$ cat src/rtl/evr_pkg.sv
package evr_pkg;

    typedef enum logic [1:0] {
        ST_IDLE   = 2'd0,
        ST_EMIT   = 2'd1,
        ST_COMMIT = 2'd2
    } evr_state_e;

    localparam int REC_BYTES     = 16;
    localparam int WORD_BYTES    = 4;
    localparam int REC_WORDS     = REC_BYTES / WORD_BYTES;
    localparam int BEAT_W        = $clog2(REC_WORDS);
    localparam int DATA_W        = 32;
    localparam int CODE_LSB      = 28;
    localparam int INFO_LSB      = 24;
    localparam int NIB_W         = 4;

endpackage

$ cat src/rtl/evr_ring_ptr.sv
module evr_ring_ptr
    import evr_pkg::*;
#(
    parameter int ADDR_W = 16
) (
    input  logic              clk,
    input  logic              rst_n,
    input  logic [ADDR_W-1:0] ring_len,
    input  logic              advance,
    input  logic              dbl_wr,
    input  logic [ADDR_W-1:0] dbl_off,
    output logic [ADDR_W-1:0] wr_ptr,
    output logic              ring_full
);

    localparam logic [ADDR_W:0] STEP_EXT = (ADDR_W+1)'(REC_BYTES);

    logic [ADDR_W-1:0] wr_ptr_q;
    logic [ADDR_W-1:0] rd_off_q;
    logic [ADDR_W:0]   step_sum;
    logic [ADDR_W-1:0] next_ptr;

    always_comb begin
        step_sum = {1'b0, wr_ptr_q} + STEP_EXT;
        if (step_sum >= {1'b0, ring_len}) begin
            next_ptr = '0;
        end else begin
            next_ptr = step_sum[ADDR_W-1:0];
        end
    end

    always_ff @(posedge clk) begin
        if (!rst_n) begin
            wr_ptr_q <= '0;
            rd_off_q <= '0;
        end else begin
            if (advance) begin
                wr_ptr_q <= next_ptr;
            end
            if (dbl_wr) begin
                rd_off_q <= dbl_off;
            end
        end
    end

    assign wr_ptr    = wr_ptr_q;
    assign ring_full = (next_ptr == rd_off_q);

    // every pointer change is one record step or a wrap to zero
    p_ptr_step_r3: assert property (@(posedge clk) disable iff (!rst_n)
        (wr_ptr_q != $past(wr_ptr_q)) |->
            ((wr_ptr_q == '0) || (wr_ptr_q == $past(wr_ptr_q) + ADDR_W'(REC_BYTES))));

    // pointer stays aligned and inside the ring
    p_ptr_bounds_r4: assert property (@(posedge clk) disable iff (!rst_n)
        (wr_ptr_q[3:0] == 4'd0) && (wr_ptr_q < ring_len));

endmodule

$ cat src/rtl/evr_word_pack.sv
module evr_word_pack
    import evr_pkg::*;
(
    input  logic [BEAT_W-1:0] beat,
    input  logic [NIB_W-1:0]  code,
    input  logic [NIB_W-1:0]  info,
    output logic [DATA_W-1:0] word
);

    always_comb begin
        word = '0;
        if (beat == '0) begin
            word[CODE_LSB +: NIB_W] = code;
            word[INFO_LSB +: NIB_W] = info;
        end
    end

endmodule

$ cat src/rtl/evt_ring_writer.sv
module evt_ring_writer
    import evr_pkg::*;
#(
    parameter int ADDR_W = 16
) (
    input  logic              clk,
    input  logic              rst_n,
    input  logic [ADDR_W-1:0] ring_len,
    input  logic              cmp_valid,
    output logic              cmp_ready,
    input  logic [3:0]        cmp_code,
    input  logic [3:0]        cmp_info,
    input  logic              cmp_eob_req,
    input  logic              dbl_wr,
    input  logic [ADDR_W-1:0] dbl_off,
    output logic              mem_wr_en,
    output logic [ADDR_W-1:0] mem_wr_addr,
    output logic [31:0]       mem_wr_data,
    output logic [ADDR_W-1:0] wr_ptr,
    output logic              eob_pulse
);

    localparam logic [BEAT_W-1:0] LAST_BEAT = BEAT_W'(REC_WORDS - 1);

    evr_state_e        state_q, state_d;
    logic [BEAT_W-1:0] beat_q, beat_d;
    logic [NIB_W-1:0]  code_q, info_q;
    logic              eob_req_q;
    logic              accept;
    logic              advance;
    logic              ring_full;
    logic [DATA_W-1:0] packed_word;

    evr_ring_ptr #(.ADDR_W(ADDR_W)) u_ptr (
        .clk       (clk),
        .rst_n     (rst_n),
        .ring_len  (ring_len),
        .advance   (advance),
        .dbl_wr    (dbl_wr),
        .dbl_off   (dbl_off),
        .wr_ptr    (wr_ptr),
        .ring_full (ring_full)
    );

    evr_word_pack u_pack (
        .beat (beat_q),
        .code (code_q),
        .info (info_q),
        .word (packed_word)
    );

    // next-state logic
    always_comb begin
        state_d = state_q;
        beat_d  = beat_q;
        unique case (state_q)
            ST_IDLE: begin
                if (accept) begin
                    state_d = ST_EMIT;
                    beat_d  = '0;
                end
            end
            ST_EMIT: begin
                if (beat_q == LAST_BEAT) begin
                    state_d = ST_COMMIT;
                end else begin
                    beat_d = beat_q + 1'b1;
                end
            end
            ST_COMMIT: begin
                state_d = ST_IDLE;
            end
            default: begin
                state_d = ST_IDLE;
            end
        endcase
    end

    // state register and captured completion
    always_ff @(posedge clk) begin
        if (!rst_n) begin
            state_q   <= ST_IDLE;
            beat_q    <= '0;
            code_q    <= '0;
            info_q    <= '0;
            eob_req_q <= 1'b0;
        end else begin
            state_q <= state_d;
            beat_q  <= beat_d;
            if (accept) begin
                code_q    <= cmp_code;
                info_q    <= cmp_info;
                eob_req_q <= cmp_eob_req;
            end
        end
    end

    // outputs
    always_comb begin
        cmp_ready   = 1'b0;
        mem_wr_en   = 1'b0;
        mem_wr_addr = wr_ptr;
        mem_wr_data = '0;
        eob_pulse   = 1'b0;
        advance     = 1'b0;
        unique case (state_q)
            ST_IDLE: begin
                cmp_ready = !ring_full;
            end
            ST_EMIT: begin
                mem_wr_en   = 1'b1;
                mem_wr_addr = wr_ptr + ADDR_W'({beat_q, 2'b00});
                mem_wr_data = packed_word;
            end
            ST_COMMIT: begin
                advance   = 1'b1;
                eob_pulse = eob_req_q;
            end
            default: begin
                cmp_ready = 1'b0;
            end
        endcase
    end

    assign accept = cmp_valid && cmp_ready;

    // consecutive words of a record step by one word address
    p_addr_step_r1: assert property (@(posedge clk) disable iff (!rst_n)
        (mem_wr_en && $past(mem_wr_en)) |->
            (mem_wr_addr == $past(mem_wr_addr) + ADDR_W'(WORD_BYTES)));

    // pointer does not move right after a word write
    p_ptr_hold_r10: assert property (@(posedge clk) disable iff (!rst_n)
        mem_wr_en |=> (wr_ptr == $past(wr_ptr)));

    // a full ring never offers ready
    p_stall_full_r6: assert property (@(posedge clk) disable iff (!rst_n)
        ring_full |-> !cmp_ready);

    // the end-of-block pulse follows a write burst and is a single cycle
    p_eob_after_burst_r8: assert property (@(posedge clk) disable iff (!rst_n)
        eob_pulse |-> ($past(mem_wr_en) && !mem_wr_en));

    p_eob_single_r8: assert property (@(posedge clk) disable iff (!rst_n)
        eob_pulse |=> !eob_pulse);

endmodule

$ cat config.mk
export PLATFORM = sky130hd
export DESIGN_NAME = evt_ring_writer
export DESIGN_NICKNAME = d
export VERILOG_FILES = /design/src/rtl/evr_pkg.sv /design/src/rtl/evr_ring_ptr.sv /design/src/rtl/evr_word_pack.sv /design/src/rtl/evt_ring_writer.sv
export SDC_FILE = /design/constraint.sdc
export NUM_CORES = 1
export LEC_CHECK = 0
export BUFFER_PORTS_ARGS = -buffer_cell sky130_fd_sc_hd__buf_2
export CAP_MARGIN = 40
export CORE_UTILIZATION = 48
export CTS_BUF_LIST = sky130_fd_sc_hd__clkbuf_2
export DETAILED_ROUTE_END_ITERATION = 8
export GPL_ROUTABILITY_DRIVEN = 0
export PLACE_DENSITY = 0.82
export SLEW_MARGIN = 30
export SYNTH_ARGS = -nofsm -noshare
export SYNTH_HDL_FRONTEND = slang
export SYNTH_SLANG_ARGS = --single-unit
$ cat constraint.sdc
create_clock -name clk -period 4.3 [get_ports clk]
set_clock_uncertainty 0.1 [all_clocks]
set_input_delay 0.215 -clock clk [delete_from_list [all_inputs] [get_ports clk]]
set_output_delay 0.215 -clock clk [all_outputs]
set_load 0.05 [all_outputs]
* After elaboration in Yosys (flattened, before gate mapping) *
Index checks and enable logic that the tools add are counted.

storage, ports and cells
  input bits = 45
  bits in registers = 45
  word-level logic and storage cells = 39

operators by class
  magnitude comparators = 1
  eq/ne operators = 7
  mux-type cells = 14
  $add $sub $neg = 3
  reduce and logical (&&, ||, !) cells = 7

operators by type and width
  operator               number
  $mux 16                2
  $mux 32                1
  $add 16x5->17 const B  1
  $ge 17x16->1           1
  $add 16x4->16          1
  $eq 16x16->1           1
  $mux 2                 4
  $mux 8                 1
  $pmux 2 s2             2
  $ne 2x2->1 const B     3
  $eq 2x2->1 const B     2
  $logic_not 2->1        2
  $mux 1                 4
  $reduce_and 3->1       1
  $add 2x1->2 const B    1
  $eq 2x1->1 const B     1
  $reduce_and 2->1       1
  $reduce_bool 2->1      1
  $logic_and 1x1->1      1
  $logic_not 1->1        1

* Depth between registers and ports, before layout *
Gate-level depths: netlist of run 1.

  depth in word-level cells = 9
  depth in mapped cells = 17
  depth with buffers taken out = 15

* Modules after synthesis *
Synthesis of run 1 repeated with hierarchy kept, for this count alone.

unflattened totals
  cell total of the unflattened synthesis = 436
  area total of the unflattened synthesis = 3651.0 um^2

modules (own cells, without submodules)
  module           area each (um^2)  instances  cells an instance
  evr_ring_ptr     2278.4            1          263
  evt_ring_writer  1066.0            1          138
  evr_word_pack    306.5             1          35

* Least setup slack after synthesis of run 1 *
OpenSTA, ideal clock, no wires.

  kind = reg-to-output
  from = register u_ptr.wr_ptr_q[5] (netlist: u_ptr.wr_ptr[5])
  to = output port cmp_ready
  arrival time = 4.878 ns
  required time = 3.985 ns
  path buffers = 1
  stages on the path, launching flop included = 15
  slack = -0.893 ns
  cell sequence = dfxtp_1 > ha_1 > nand3_1 > nor4_2 > nand3_1 > xnor2_1 > ha_1 > a21o_1 > a221oi_1 > nand3_1 > clkbuf_1 > o21ai_0 > a22oi_1 > and4_1 > nor3_1

between the ends
  cells in the longest elaborated chain, start to end = 6

ends and longest elaborated chain
  item                    RTL line                source
  from (decl)             evr_ring_ptr.sv:18      logic [ADDR_W-1:0] wr_ptr_q;
  from (signal assigned)  evr_ring_ptr.sv:38      wr_ptr_q <= next_ptr;
  $add 16x5->17 *         evr_ring_ptr.sv:24      step_sum = {1'b0, wr_ptr_q} + STEP_EXT;
  $ge 17x16->1            evr_ring_ptr.sv:25      if (step_sum >= {1'b0, ring_len}) begin
  $mux 16 *               evr_ring_ptr.sv:25
  $eq 16x16->1 *          evr_ring_ptr.sv:47      assign ring_full = (next_ptr == rd_off_q);
  $logic_not 1->1 *       evt_ring_writer.sv:108  cmp_ready = !ring_full;
  $mux 1 *                evt_ring_writer.sv:106  unique case (state_q)
  to (decl)               evt_ring_writer.sv:10   output logic cmp_ready,

Mark *: on every way between the ends. The rest lies on a longest branch, timed or not.

* Worst setup path after layout of run 1 *
  from = register u_ptr.wr_ptr_q[4] (netlist: u_ptr.wr_ptr[4])
  to = output port cmp_ready

Same word-level chain as after synthesis.

==> results of run 1 <==
## kinds of logic (layout without fill, tap and decap cells)
| kind of cell | count (synthesis) | in the layout | synth area share |
|---|---|---|---|
| muxes | 26 | 26 | 0.0762 |
| and+or+nand+nor | 173 | 173 | 0.260 |
| DFF | 45 | 45 | 0.263 |
| buffers and inverters | 77 | 182 | 0.118 |
| other | 1 | 24 | 0.00109 |
| AOI/OAI and AO/OA | 63 | 63 | 0.121 |
| xor gates and xnor gates | 31 | 31 | 0.0791 |
| adders and majority gates | 22 | 22 | 0.0824 |
## power breakdown
part / total (uW) / leakage [uW] / switching (uW) / internal, uW
logic: 197 / 0.00180 / 125 / 72.7
clock network: 256 / 0.0000435 / 156 / 100
registers: 448 / 0.000374 / 16.3 / 431
total: 901 / 0.00222 / 297 / 604
## worst register-to-register path, cell delays in order, from the launching register on
cell and delay [ns]:
dfxtp_4 0.43, buf_4 0.13, nand4_4 0.18, o31ai_1 0.50
nand2_2 0.12, ha_4 0.31, nand3_2 0.09, nor3_2 0.25
o311ai_1 0.20, nand3_1 0.15, buf_4 0.12, buf_4 0.16
a21o_1 0.10, a222oi_1 0.08, and4_2 0.28, buf_4 0.14
nor4b_2 0.42, buf_4 0.28, mux2i_1 0.22
## layer usage
metal  vias to the layer above  part of all wire  track usage
met2                       210              0.50        0.463
met4                         0             0.026       0.0864
met3                        29             0.083       0.0486
met5                         -                 0            0
li1                       1679                 -            -
met1                      1619              0.39        0.296
## final cells by class
type,count,area (sq um),area share
clock buffers,5,25.0,0.00549
flip-flops and latches,45,926,0.203
well taps,96,120,0.0264
repair buffers,145,943,0.207
multi-input cells,339,2390,0.524
clock inverters,3,45.0,0.00989
inverters,29,109,0.0239
## layout by cell type, fill, tap and decap left out, drive strengths merged, types with 13 or more instances in the layout
cell type,netlist,layout
dlygate4sd3,0,25
inv,29,30
xnor2,21,21
ha,21,21
buf,34,120
nor2,31,31
nand3,15,15
conb,1,24
and2,13,13
o21ai,24,24
nand2,53,53
mux2i,25,25
dfxtp,45,45
nor2b,21,21
## metrics by stage
stage          power (uW)  hold slack, ns  cell area [sq um]
3_5_place_dp          629           0.354               3940
2_1_floorplan         605           0.257               3550
6_report              901          0.0527               4550
4_1_cts               896         0.00263               4360
3_3_place_gp          625           0.341               3940
5_1_grt               938          0.0277               4550
## path summary, 6_finish.rpt
check / from / endpoint / slack (ns)
setup / recovery: u_ptr.wr_ptr[4]$_SDFFE_PN0N_ / cmp_ready / -0.07
hold / removal: cmp_valid / info_q[1]$_SDFFE_PN0P_ / 0.05
setup reg to reg: u_ptr.wr_ptr[4]$_SDFFE_PN0N_ / code_q[0]$_SDFFE_PN0P_ / -0.01
hold reg to reg: info_q[1]$_SDFFE_PN0P_ / info_q[1]$_SDFFE_PN0P_ / 0.38
## registers in the layout (all words and copies together) (netlist names)
signal / count
u_ptr.rd_off_q: 16
code_q: 4
state_q: 2
u_ptr.wr_ptr: 16
beat_q: 2
eob_req_q: 1
info_q: 4
## timing repair
item | CTS | global route
pin swaps | 6 | 9
buffers inserted | 8 | 7
hold buffers | 24 | 1
resized for setup | 11 | 22
endpoints found under the setup margin | 10 | 10
endpoints found under the hold margin | 24 | 1
==> reports/results.ini, run 1 <==
[critical_path]
reg2regPathDepth = 18
cp_slowest_cell = o31ai_1
cp-start-kind = register
worstPathArrival_ns = 4.06
path_class = register to output port
critPathMaxFanout = 13
worstPathRequired_ns = 3.98
worst-path-buf-inv = 4
endpoint_kind = output port
path_depth = 16
cp_common_cell = buf_4
crit_path_cell_trace = buf_4 -> nand4_4 -> o31ai_1 -> nand2_2 -> ha_4 -> nand3_2 -> nor3_2 -> o311ai_1 -> nand3_1 -> buf_4 -> buf_4 -> o21ai_0 -> a222oi_1 -> and4_2 -> nor3_2 -> buf_6
crit_family = simple AND/OR/NAND/NOR gates
max_stage_delay_ns = 0.50

[clock_network]
cts_made_buffers = 5
cts_tree = built
cts_buffer_depth = 2
cts.clk_slew.worst_paths_ns = 0.28
cts.sinks = 45
clk_latency_ns = 0.47
htreeDepth = 2
clockRootBuffer = clkbuf_2

[grt]
grt_remaining_overflow = 0
grt_pass1_wl_um = 14900
grt_pass1_vias = 3331
grt_start_max_net_pins = 54
antenna_found_initial = 0
track_usage = 0.254

[layout]
final_cells = 662
area_delta_synth_final_pct = 32.7
layout.nets = 632
fillers = 537
utilization = 0.667
drive_gt1_frac = 0.292
n_antenna_cell = 0

[placed_design]
port-buffer-count = 87
dp_slack_ns = 0.0276
dp_hpwl_um = 6490
placedCellCount = 614

[route]
remaining_drc_errors = 0
ant_nets = 0
wl_per_cell_um = 14.4
wl_um = 9550
routed_via_density = 5.34
drt_pre_antenna_iters = 5
vias = 3537
drtIter0Drc = 268

[synthesis]
synth-seq-cells = 45
synthTopCellsByCount = 53 x nand2_1, 45 x dfxtp_1, 31 x nor2_1
ys_warn_count = 0
synth_top_area_frac = 0.263
async_flop_share = 0
yosysMostFrequentCell = nand2_1
synth.area.top_cells = dfxtp_1 26%, ha_1 7.7%, mux2i_1 7.3%
synth_edf_count = 0
synth_seq_area_share = 0.263
synthCells = 438
avgSynthCellArea_sq_um = 7.83
synth_cell_type_count = 52
synthFlopType = dfxtp_1
netlist_area_sq_mm = 0.00343
yosys.area.top_type = dfxtp_1

[timing]
slew_viol_final = 0
hold_viol_final = 0
setup_ws_ns = -0.0725
fmax_ghz = 0.229
setup_tns_ns = -0.0869
period_minus_slack_ns = 4.37
max_slew_margin = 0.447
finalSetupViolCount = 2
period_share = 1.02
rsz0062_at_grt = yes
tightest_slew_ns = 0.828

[run]
maxCapViolations = 0

[floorplanning]
ios = 112
rows = 30
die_w_um = 86.5
floorplan.initialDensity = 0.502
chipHeight_um = 86.5
coreArea_sq_mm = 0.00683
dieArea_sq_mm = 0.00749

[outcome]
status = finished with violations
violations = setup timing

[worst_hold_path]
whs_path_depth = 3
hold_class = primary input to register

[power_and_ir_drop]
p_leak_uw = 0.00222
power_density_mw_per_mm2 = 198
worst_ir_drop_vdd_v = 0.000134

No activity file was read; power rests on OpenSTA's default activity.
==> run 2: changes to the inputs <==
--- a/config.mk
+++ b/config.mk
@@ -11,7 +11,10 @@
 export CTS_BUF_LIST = sky130_fd_sc_hd__clkbuf_2
 export DETAILED_ROUTE_END_ITERATION = 8
 export GPL_ROUTABILITY_DRIVEN = 0
+export MAX_ROUTING_LAYER = met4
 export PLACE_DENSITY = 0.82
+export RECOVER_POWER = 25
+export SETUP_SLACK_MARGIN = 0.1
 export SLEW_MARGIN = 30
 export SYNTH_ARGS = -nofsm -noshare
 export SYNTH_HDL_FRONTEND = slang
==> reports/results.ini, run 2 (synthesis results as in run 1) <==
[run]
maxCapViolations = 0  ; unchanged

[floorplanning]
coreArea_sq_mm = 0.00683  ; unchanged
dieArea_sq_mm = 0.00749  ; unchanged
chipHeight_um = 86.5  ; unchanged
floorplan.initialDensity = 0.502  ; unchanged
ios = 112  ; unchanged
rows = 30  ; unchanged
die_w_um = 86.5  ; unchanged

[timing]
max_slew_margin = 0.560  ; was 0.447
hold-worst-slack_ns = 0.103  ; was 0.0527 ns
rsz0062_at_grt = yes  ; unchanged
tightest_slew_ns = 0.663  ; was 0.828 ns
period_minus_slack_ns = 4.34  ; was 4.37 ns
setup_ws_ns = -0.0434  ; was -0.0725 ns
fmax_ghz = 0.230  ; was 0.229 GHz
finalSetupViolCount = 1  ; was 2
hold_viol_final = 0  ; unchanged
period_share = 1.01  ; was 1.02
slew_viol_final = 0  ; unchanged

[outcome]
status = finished with violations  ; unchanged
violations = setup timing  ; unchanged

[critical_path]
r2r-start = u_ptr.wr_ptr[11]$_SDFFE_PN0N_  ; was u_ptr.wr_ptr[4]$_SDFFE_PN0N_
critPathMaxFanout = 6  ; was 13
path_class = register to output port  ; unchanged
worstPathRequired_ns = 3.98  ; about the same
worstPathArrival_ns = 4.03  ; was 4.06 ns
cp-start-kind = register  ; unchanged
ff2ff_setup_slack_ns = 0.23  ; was -0.01 ns
reg2regPathDepth = 19  ; was 18
r2r_end = code_q[2]$_SDFFE_PN0P_  ; was code_q[0]$_SDFFE_PN0P_
endpoint_kind = output port  ; unchanged

[clock_network]
cts_made_buffers = 5  ; unchanged
cts_tree = built  ; unchanged
cts_buffer_depth = 2  ; unchanged
cts.sinks = 45  ; unchanged
clk_latency_ns = 0.44  ; was 0.47 ns
cts.clk_slew.worst_paths_ns = 0.25  ; was 0.28 ns
clockRootBuffer = clkbuf_2  ; unchanged
htreeDepth = 2  ; unchanged

[layout]
n_antenna_cell = 0  ; unchanged
fillers = 534  ; was 537
area_delta_synth_final_pct = 43.0  ; was 32.7%
drive_gt1_frac = 0.334  ; was 0.292
layout.nets = 661  ; was 632
final_cell_mix = 82 x buf_2, 54 x buf_4, 52 x nand2_1  ; was 86 x buf_2, 52 x nand2_1, 37 x dfxtp_1
utilization = 0.718  ; was 0.667
final-seq-area_sq_um = 927  ; was 926 sq um
multi_input_area_sq_mm = 0.00248  ; was 0.00239 sq mm
final_common_cell = buf_2  ; unchanged

[route]
remaining_drc_errors = 0  ; unchanged
drtIter0Drc = 142  ; was 268
routed_via_density = 5.30  ; was 5.34
wl_um = 10300  ; was 9550 um
vias = 3659  ; was 3,537
wl_per_cell_um = 14.9  ; was 14.4 um
ant_nets = 0  ; unchanged
drt_pre_antenna_iters = 5  ; unchanged

[power_and_ir_drop]
power_density_mw_per_mm2 = 184  ; was 198 mW/mm^2
worst_ir_drop_vdd_v = 0.000152  ; was 0.000134 V
p_leak_uw = 0.00241  ; was 0.00222 uW

[grt]
grt_pass1_vias = 3424  ; was 3,331
grt_pass1_wl_um = 15800  ; was 14,900 um
grt_remaining_overflow = 0  ; unchanged
track_usage = 0.277  ; was 0.254
antenna_found_initial = 0  ; unchanged
grt_start_max_net_pins = 54  ; unchanged

[worst_hold_path]
whs_path_depth = 2  ; was 3
hold_start = rst_n  ; was cmp_valid
hold-path-endpoint = u_ptr.wr_ptr[14]$_SDFFE_PN0N_  ; was info_q[1]$_SDFFE_PN0P_
hold_class = primary input to register  ; unchanged

[placed_design]
port-buffer-count = 87  ; unchanged
dp_hpwl_um = 6790  ; was 6490 um

-- run 2: cell types whose count changed in the layout (fill, tap and decap cells not counted), sizes merged --
| cell | delta |
|---|---|
| clkbuf | +4 |
| buf | +25 |
| clkinvlp | +1 |
| inv | -1 |
-- run 2: worst max-delay path, stage by stage, from the launching register on --
cell,delay (ns)
dfxtp_4,0.44
clkinvlp_4,0.11
nor4_4,0.28
buf_4,0.17
nand3_4,0.07
xnor2_2,0.14
ha_1,0.30
a21o_1,0.22
a221oi_4,0.30
nand3_2,0.12
buf_6,0.14
buf_6,0.11
buf_6,0.11
a21o_1,0.15
a222oi_1,0.29
and4_1,0.31
buf_6,0.12
nor3_4,0.03
buf_6,0.16
-- run 2: per-layer routing --
| metal | share of wire | GRT usage | vias up | routed length, um |
|---|---|---|---|---|
| met5 | 0 | - | - | 0 |
| met4 | 0.023 | 0.0864 | 0 | 240 |
| met3 | 0.055 | 0.0457 | 22 | 570 |
| met2 | 0.53 | 0.500 | 145 | 5460 |
| met1 | 0.39 | 0.313 | 1747 | 4050 |
| li1 | - | - | 1745 | - |
-- run 2: per-stage QoR --
| stage | area, sq um | instances | TNS, ns | total power [uW] | worst slack, ns |
|---|---|---|---|---|---|
| global route | 4910 | 691 | -0.258 | 941 | -0.258 |
| detailed placement | 4120 | 635 | -0.429 | 629 | -0.100 |
| floorplan | 3560 | 461 | 0 | 604 | 0.109 |
| finish | 4910 | 691 | -0.0434 | 903 | -0.0434 |
| CTS | 4610 | 679 | -0.154 | 893 | -0.154 |
| global placement | 4120 | 635 | 0 | 625 | 0.0406 |
-- run 2: worst max-delay path by stage --
stage                                   from  slack, ns                 endpoint  cells after the start
2_1_floorplan   u_ptr.wr_ptr[5]$_SDFFE_PN0N_       0.11  state_q[0]$_SDFFE_PN0P_                     15
5_1_grt         u_ptr.wr_ptr[4]$_SDFFE_PN0N_      -0.26                cmp_ready                     19
3_5_place_dp    u_ptr.wr_ptr[4]$_SDFFE_PN0N_      -0.10   code_q[3]$_SDFFE_PN0P_                     17
6_report       u_ptr.wr_ptr[11]$_SDFFE_PN0N_      -0.04                cmp_ready                     18
3_3_place_gp    u_ptr.wr_ptr[4]$_SDFFE_PN0N_       0.04   eob_req_q$_SDFFE_PN0P_                     17
4_1_cts         u_ptr.wr_ptr[4]$_SDFFE_PN0N_      -0.15                cmp_ready                     17
-- run 2: repair_timing --
item	in CTS	in global routing
pin swaps	12	19
buffers inserted	12	10
hold endpoints to repair	24	1
hold buffers	24	1
endpoints found under the setup margin	12	13
resized for setup	15	37
-- run 2: report_power, final --
group          internal (uW)  total (uW)  leakage (uW)  switching (uW)
Combinational           79.3         207       0.00199             127
Sequential               431         448      0.000374            16.4
Clock                    100         249     0.0000435             149
-- run 2: layout make-up --
type                    instances  area share
clock buffers                   5     0.00510
clock inverters                 3     0.00918
inverters                      29      0.0229
multi-input cells             339       0.505
flip-flops and latches         45       0.189
well taps                      96      0.0245
repair buffers                174       0.244
